### src/rtl/eep_pkg.sv
package eep_pkg;

    typedef enum logic [1:0] {
        ST_IDLE,
        ST_RX,
        ST_ACK,
        ST_TX
    } bus_state_e;

    typedef enum logic [2:0] {
        K_CTRL,
        K_ADDR_HI,
        K_ADDR_LO,
        K_DATA,
        K_DONE
    } byte_kind_e;

    typedef struct packed {
        logic        valid;
        logic [15:0] addr;
        logic [7:0]  data;
    } wr_req_t;

    localparam int BYTE_BITS = 8;

    function automatic logic ctrl_match(input logic [7:0] b, input logic [6:0] dev);
        return b[7:1] == dev;
    endfunction

endpackage

### src/rtl/eep_line_sync.sv
module eep_line_sync #(
    parameter int STAGES = 2
) (
    input  logic clk,
    input  logic rst,
    input  logic scl_i,
    input  logic sda_i,
    output logic scl_o,
    output logic sda_o,
    output logic scl_rise_o,
    output logic scl_fall_o,
    output logic start_o,
    output logic stop_o
);
    localparam int TOP = STAGES;

    logic [TOP:0] scl_pipe;
    logic [TOP:0] sda_pipe;

    always_ff @(posedge clk) begin
        if (rst) begin
            scl_pipe <= '1;
            sda_pipe <= '1;
        end else begin
            scl_pipe <= {scl_pipe[TOP-1:0], scl_i};
            sda_pipe <= {sda_pipe[TOP-1:0], sda_i};
        end
    end

    logic scl_prev, sda_prev;
    assign scl_o      = scl_pipe[TOP-1];
    assign sda_o      = sda_pipe[TOP-1];
    assign scl_prev   = scl_pipe[TOP];
    assign sda_prev   = sda_pipe[TOP];
    assign scl_rise_o = scl_o & ~scl_prev;
    assign scl_fall_o = ~scl_o & scl_prev;
    assign start_o    = scl_o & scl_prev & sda_prev & ~sda_o;
    assign stop_o     = scl_o & scl_prev & ~sda_prev & sda_o;

endmodule

### src/rtl/eep_busy_timer.sv
module eep_busy_timer #(
    parameter int BUSY_CYCLES = 1000000
) (
    input  logic clk,
    input  logic rst,
    input  logic kick_i,
    output logic busy_o
);
    localparam int CW = $clog2(BUSY_CYCLES + 1);
    localparam logic [CW-1:0] LOAD = CW'(BUSY_CYCLES);

    logic [CW-1:0] remain;

    always_ff @(posedge clk) begin
        if (rst)
            remain <= '0;
        else if (kick_i)
            remain <= LOAD;
        else if (remain != '0)
            remain <= remain - 1'b1;
    end

    assign busy_o = (remain != '0);


    busy_open_chk: assert property (@(posedge clk) disable iff (rst)
        $rose(busy_o) |-> $past(kick_i));

endmodule

### src/rtl/eep_mem.sv
module eep_mem #(
    parameter int AW = 8,
    parameter int DW = 8,
    parameter logic [DW-1:0] ERASED = '1
) (
    input  logic          clk,
    input  logic          rst,
    input  logic          we_i,
    input  logic [AW-1:0] waddr_i,
    input  logic [DW-1:0] wdata_i,
    input  logic [AW-1:0] raddr_i,
    output logic [DW-1:0] rdata_o
);
    localparam int DEPTH = 1 << AW;

    logic [DW-1:0] cells [DEPTH];

    always_ff @(posedge clk) begin
        if (rst) begin
            for (int i = 0; i < DEPTH; i++) cells[i] <= ERASED;
        end else if (we_i) begin
            cells[waddr_i] <= wdata_i;
        end
    end

    assign rdata_o = cells[raddr_i];


    mem_store_chk: assert property (@(posedge clk) disable iff (rst)
        (we_i && raddr_i == waddr_i) |=> (rdata_o == $past(wdata_i)));

endmodule

### src/rtl/i2c_eeprom_target.sv
module i2c_eeprom_target
    import eep_pkg::*;
#(
    parameter logic [6:0] DEV_ADDR    = 7'b1010000,
    parameter int         MEM_AW      = 8,
    parameter int         BUSY_CYCLES = 1000000,
    parameter int         SYNC_STAGES = 2
) (
    input  logic clk,
    input  logic rst,
    input  logic scl_i,
    input  logic sda_i,
    output logic sda_pull_o
);
    localparam int BCW = $clog2(BYTE_BITS + 1);
    localparam logic [BCW-1:0] LAST_RX = BCW'(BYTE_BITS);
    localparam logic [BCW-1:0] LAST_TX = BCW'(BYTE_BITS - 1);

    logic scl_s, sda_s, scl_rise, scl_fall, start_ev, stop_ev;

    eep_line_sync #(.STAGES(SYNC_STAGES)) u_sync (
        .clk(clk), .rst(rst), .scl_i(scl_i), .sda_i(sda_i),
        .scl_o(scl_s), .sda_o(sda_s),
        .scl_rise_o(scl_rise), .scl_fall_o(scl_fall),
        .start_o(start_ev), .stop_o(stop_ev)
    );

    bus_state_e     state;
    byte_kind_e     kind;
    logic [7:0]     shreg;
    logic [7:0]     txreg;
    logic [BCW-1:0] bcnt;
    logic           go_tx;
    logic [15:0]    addr;
    wr_req_t        pend;
    logic           pull;
    logic           busy;
    logic           commit;
    logic [7:0]     rdata;
    logic           take_byte;
    logic           byte_end;

    assign commit   = stop_ev & pend.valid;
    assign byte_end = (state == ST_RX) && scl_fall && (bcnt == LAST_RX);

    eep_busy_timer #(.BUSY_CYCLES(BUSY_CYCLES)) u_busy (
        .clk(clk), .rst(rst), .kick_i(commit), .busy_o(busy)
    );

    eep_mem #(.AW(MEM_AW), .DW(8), .ERASED(8'hFF)) u_mem (
        .clk(clk), .rst(rst),
        .we_i(commit), .waddr_i(pend.addr[MEM_AW-1:0]), .wdata_i(pend.data),
        .raddr_i(addr[MEM_AW-1:0]), .rdata_o(rdata)
    );

    always_comb begin
        unique case (kind)
            K_CTRL:  take_byte = ctrl_match(shreg, DEV_ADDR) && !busy;
            K_DONE:  take_byte = 1'b0;
            default: take_byte = 1'b1;
        endcase
    end

    always_ff @(posedge clk) begin
        if (rst) begin
            state <= ST_IDLE;
            kind  <= K_CTRL;
            shreg <= '0;
            txreg <= '0;
            bcnt  <= '0;
            go_tx <= 1'b0;
            addr  <= '0;
            pend  <= '0;
            pull  <= 1'b0;
        end else if (start_ev) begin
            state      <= ST_RX;
            kind       <= K_CTRL;
            bcnt       <= '0;
            go_tx      <= 1'b0;
            pend.valid <= 1'b0;
            pull       <= 1'b0;
        end else if (stop_ev) begin
            state      <= ST_IDLE;
            go_tx      <= 1'b0;
            pend.valid <= 1'b0;
            pull       <= 1'b0;
        end else begin
            unique case (state)
                ST_RX: begin
                    if (scl_rise && bcnt != LAST_RX) begin
                        shreg <= {shreg[6:0], sda_s};
                        bcnt  <= bcnt + 1'b1;
                    end else if (byte_end) begin
                        bcnt <= '0;
                        if (take_byte) begin
                            state <= ST_ACK;
                            pull  <= 1'b1;
                            unique case (kind)
                                K_CTRL: begin
                                    go_tx <= shreg[0];
                                    kind  <= shreg[0] ? K_DONE : K_ADDR_HI;
                                end
                                K_ADDR_HI: begin
                                    addr[15:8] <= shreg;
                                    kind       <= K_ADDR_LO;
                                end
                                K_ADDR_LO: begin
                                    addr[7:0] <= shreg;
                                    kind      <= K_DATA;
                                end
                                default: begin
                                    pend <= '{valid: 1'b1, addr: addr, data: shreg};
                                    kind <= K_DONE;
                                end
                            endcase
                        end else begin
                            state <= ST_IDLE;
                        end
                    end
                end
                ST_ACK: begin
                    if (scl_fall) begin
                        if (go_tx) begin
                            state <= ST_TX;
                            txreg <= rdata;
                            pull  <= ~rdata[7];
                            go_tx <= 1'b0;
                            bcnt  <= '0;
                        end else begin
                            state <= ST_RX;
                            pull  <= 1'b0;
                        end
                    end
                end
                ST_TX: begin
                    if (scl_fall) begin
                        if (bcnt == LAST_TX) begin
                            state <= ST_IDLE;
                            pull  <= 1'b0;
                        end else begin
                            txreg <= {txreg[6:0], 1'b0};
                            pull  <= ~txreg[6];
                            bcnt  <= bcnt + 1'b1;
                        end
                    end
                end
                default: ;
            endcase
        end
    end

    assign sda_pull_o = pull;

    logic unused_bits;
    assign unused_bits = ^{pend.addr[15:MEM_AW], txreg[7]};


    pull_scl_low_chk: assert property (@(posedge clk) disable iff (rst)
        (sda_pull_o != $past(sda_pull_o)) |-> !scl_s);


    ack_hold_chk: assert property (@(posedge clk) disable iff (rst)
        (state == ST_ACK && !scl_fall && !start_ev && !stop_ev) |=> sda_pull_o);


    tx_release_chk: assert property (@(posedge clk) disable iff (rst)
        (state == ST_TX && scl_fall && bcnt == LAST_TX && !start_ev && !stop_ev)
        |=> !sda_pull_o);


    busy_nack_chk: assert property (@(posedge clk) disable iff (rst)
        (byte_end && kind == K_CTRL && busy && !start_ev && !stop_ev)
        |=> (state == ST_IDLE && !sda_pull_o));


    extra_nack_chk: assert property (@(posedge clk) disable iff (rst)
        (byte_end && kind == K_DONE && !start_ev && !stop_ev)
        |=> (state == ST_IDLE && !sda_pull_o));

endmodule

### config.mk
export PLATFORM = sky130hd
export DESIGN_NAME = i2c_eeprom_target
export DESIGN_NICKNAME = d
export VERILOG_FILES = /design/src/rtl/eep_pkg.sv /design/src/rtl/eep_line_sync.sv /design/src/rtl/eep_busy_timer.sv /design/src/rtl/eep_mem.sv /design/src/rtl/i2c_eeprom_target.sv
export SDC_FILE = /design/constraint.sdc
export NUM_CORES = 2
export LEC_CHECK = 0
export ABC_AREA = 1
export BUFFER_PORTS_ARGS = -buffer_cell sky130_fd_sc_hd__buf_2
export CAP_MARGIN = 20
export CORE_AREA = 2 2 471 426
export CTS_CLUSTER_DIAMETER = 150
export DETAILED_ROUTE_END_ITERATION = 7
export DIE_AREA = 0 0 473 428
export HOLD_SLACK_MARGIN = 0.1
export PLACE_DENSITY = 0.65
export SLEW_MARGIN = 10
export SYNTH_ARGS = -nofsm -noshare
export SYNTH_HDL_FRONTEND = slang
export SYNTH_SLANG_ARGS = --single-unit
### constraint.sdc
create_clock -name clk -period 3.2 [get_ports clk]
set_input_delay 0.48 -clock clk [delete_from_list [all_inputs] [get_ports clk]]
set_output_delay 0.48 -clock clk [all_outputs]
set_load 0.005 [all_outputs]
==> flow_summary_export.csv <==
group,metric,value,unit
clocking,tritoncts_clock_tree,"done",
floorplanning,initial_utilization,0.498,
sta,min_period,3030,ps
pwr,pwr_density,524,nW/um2
clocking,worst_skew_pair.late_latency,900,ps
yosys,synth.yosys.warnings,0,
global_routing,initial_antenna_violation_count,4,
clocking,cts.repair_timing.setup_buffer_count,0,
final_layout,final_layout_size_suffix_gt1_frac,0.105,
placed_design,port_buffers,4,
sta,rsz0062_at_grt,"no",
yosys,synth_cell_type_count,39,
run,max_cap_violations,0,
worst_setup_path,critPathLaunchType,"flip-flop",
floorplanning,boundaryPins,5,
detailed_routing,wl_per_cell,22.3,um
detailed_routing,vias,74534,
global_routing,grt_first_pass_wirelength,428000,um
min_path,hold_path.class,"primary input to flip-flop",
pwr,peakVddDrop,0.657,mV
sta,fin_worst_skew,70.1,ps
yosys,async_reset_ff_frac,0,
clocking,cts_buffers,215,
pwr,static-leakage-power,36.2,nW
final_layout,fillers,16836,
yosys,ys_dominant_reg_cell,"edfxtp_1",
sta,timing.final.crit_share,0.948,
floorplanning,core_region_area,197000,um2
detailed_routing,post-route-drc-count,0,
floorplanning,die_width,473,um
worst_setup_path,setup.worst_path.end_class,"flip-flop",
sta,total_negative_setup_slack,0,ps
worst_setup_path,cp_data_arrival_time,3830,ps
floorplanning,placementRows,155,
worst_setup_path,timing.critical_path.required,4000,ps
clocking,clock_tree.htree_level_count,4,
detailed_routing,detail_route.first_pass.iterations,8,
sta,timing.hold.ws,267,ps
yosys,synth-edff-count,2048,
placed_design,routabilityCongestion,0.902,
yosys,postSynthRegisterBits,2133,
yosys,postSynthAreaPerCell,9.76,um2
placed_design,place.detailed.hpwl,172000,um
global_routing,grt_overflow,0,
sta,slew_headroom,0.300,
yosys,synthesis.nets,10083,
final_layout,num-nets-final,10023,
yosys,syn-cell-area,98300,um2
clocking,clk_root_buffer_cell,"clkbuf_16",
sta,setup-violations-final,0,
global_routing,grt_start_max_net_pins,151,
detailed_routing,drt_iter0_markers,10354,
worst_setup_path,critPathMaxFanout,101,
clocking,clkTransAtPathRegs,70,ps
worst_setup_path,timing.setup.critical_path_class,"flip-flop to flip-flop",
sta,number_of_pins_exceeding_their_max_slew_limit_in_the_final_report,0,
floorplanning,die_area,202000,um2
sta,hold_violations,0,
global_routing,number_of_global_route_vias_before_repair,71118,
clocking,cts.sink_count,2133,
sta,achievable-frequency,0.330,GHz
floorplanning,die_h,428,um
global_routing,grt_usage,0.277,
detailed_routing,route.final.wire_length,286000,um
detailed_routing,ant_nets,0,
detailed_routing,viasPerCell,5.83,
yosys,sequential_cell_area_fraction_in_the_yosys_report,0.643,
yosys,synthCells,10075,
final_layout,final_core_util,0.559,
clocking,max_root_sink_buffers,3,
final_layout,syn_to_final_growth,12.2,%
sta,worstMarginPinSlew,1050,ps
status,outcome,"completed",
-- critical path, cell delays in order, from the launching register on --
cell,delay (ps)
dfxtp_4,430
inv_8,350
buf_12,390
nand2_1,120
nand3_1,110
nand3_1,80
nand3_1,180
nand3_1,270
nand3_1,320
nand3_1,160
nand2_1,100
nand2_1,60
nand3_1,80
nand2_1,60
a21oi_1,140
-- path summary, 6_finish.rpt --
| path | depth (start not counted) | slack [ps] | from | endpoint |
|---|---|---|---|---|
| max | 14 | 170 | flip-flop | txreg[3] |
| min | 4 | 270 | rst | u_sync.sda_pipe[2] |
| max reg2reg | 14 | 170 | flip-flop | txreg[3] |
| min reg2reg | 2 | 460 | u_busy.remain[0] | u_busy.remain[0] |
-- registers in the layout, indices dropped and copies added (netlist names), named ones only --
register,flops
pend,17
u_busy.remain,20
u_sync.scl_pipe,3
u_sync.sda_pipe,3
shreg,8
go_tx,1
bcnt,4
sda_pull_o,1
addr,8
txreg,7
kind,3
u_mem.cells,2048
state,2
-- through the flow --
stage	worst slack, ps	power (mW)	std cells	cell area (um2)
finish	168	57.8	12794	110000
global route	72.1	59.2	12793	110000
CTS	321	57.9	12791	110000
detailed placement	299	33.4	12385	103000
global placement	342	33.3	12385	103000
floorplan	629	32.7	10075	98300
-- layout by cell type, fill, tap and decap left out, types with 4 or more instances in the layout --
cell and count:
clkinv_8 5, clkinv_2 58, dfxtp_4 4, buf_4 420, a211oi_1 4, bufinv_16 17
inv_1 110, inv_8 12, inv_2 21, o21ai_0 352, nor4_1 4, nor2_4 100
ha_1 4, clkinv_1 55, nor2_2 32, a31oi_1 6, o21ai_1 10, a21oi_1 64
clkbuf_16 216, or2_2 7, dfxtp_1 79, clkinv_16 5, buf_2 4, o22ai_1 29
edfxtp_1 2048, nor2_1 266, clkbuf_1 42, nand4_1 4, nor3_1 15, clkbuf_8 5
buf_12 98, nand2_1 4087, nor2_8 46, nand3_1 1943
-- synthesized netlist by cell type, types with 3 or more instances --
cell	n	area, um2
a21oi_1	64	320
nand2_1	4087	15300
clkbuf_1	411	1540
buf_4	19	143
dfxtp_1	85	1700
buf_1	80	300
clkbuf_8	3	41.3
o22ai_1	29	181
o21ai_1	9	45.0
buf_6	8	90.1
inv_2	16	60.1
a211oi_1	4	30.0
nor4_1	4	25.0
nand3_1	1943	9720
nor3_1	15	75.1
nor2_4	100	1130
nor3b_1	3	22.5
o21ai_0	353	1770
buf_2	279	1400
a31oi_1	6	37.5
nor2_2	32	200
inv_1	126	473
nor2_8	46	921
ha_1	4	50.1
nor2_1	266	998
nand4_1	4	25.0
edfxtp_1	2048	61500
or2_2	7	43.8
clkinv_1	12	45.0
-- where the power goes --
| group | switching [mW] | total [mW] | internal [mW] | leakage [nW] |
|---|---|---|---|---|
| combinational | 1.17 | 1.76 | 0.587 | 16.6 |
| sequential | 0.193 | 31.1 | 30.9 | 16.2 |
| clock | 11.0 | 25.0 | 13.9 | 3.41 |
-- kinds of logic (layout without fill, tap and decap cells) --
logic type | count (synthesis) | in the layout | synth area share
flip-flops | 2133 | 2133 | 0.643
XOR/XNOR | 1 | 1 | 0.0000891
AND/OR/NAND/NOR | 6514 | 6514 | 0.291
AO/OA/AOI/OAI | 468 | 468 | 0.0245
buffers and inverters | 955 | 1082 | 0.0417
adder cells (fa/ha/maj) | 4 | 4 | 0.000509
other | 0 | 2 | 0
-- layout make-up --
class	instances	area, um2	area share
flip-flops and latches	2133	63200	0.573
multi-input cells	6987	31000	0.281
clock buffers	264	5640	0.0511
repair buffers	524	5150	0.0467
well taps	2590	3240	0.0294
clock inverters	140	1310	0.0119
inverters	154	682	0.00618
diodes	2	5.00	0.0000454
-- routing by layer --
metal,GRT usage,share of wire
met1,0.389,0.40
met2,0.429,0.45
met3,0.0539,0.10
met4,0.0999,0.036
met5,0,0.000045
-- timing repair --
item,4_1_cts,5_1_grt
gates resized for setup,0,0
hold endpoints to repair,2,0
hold buffers,2,0
Power figures use the tool's default switching activity.
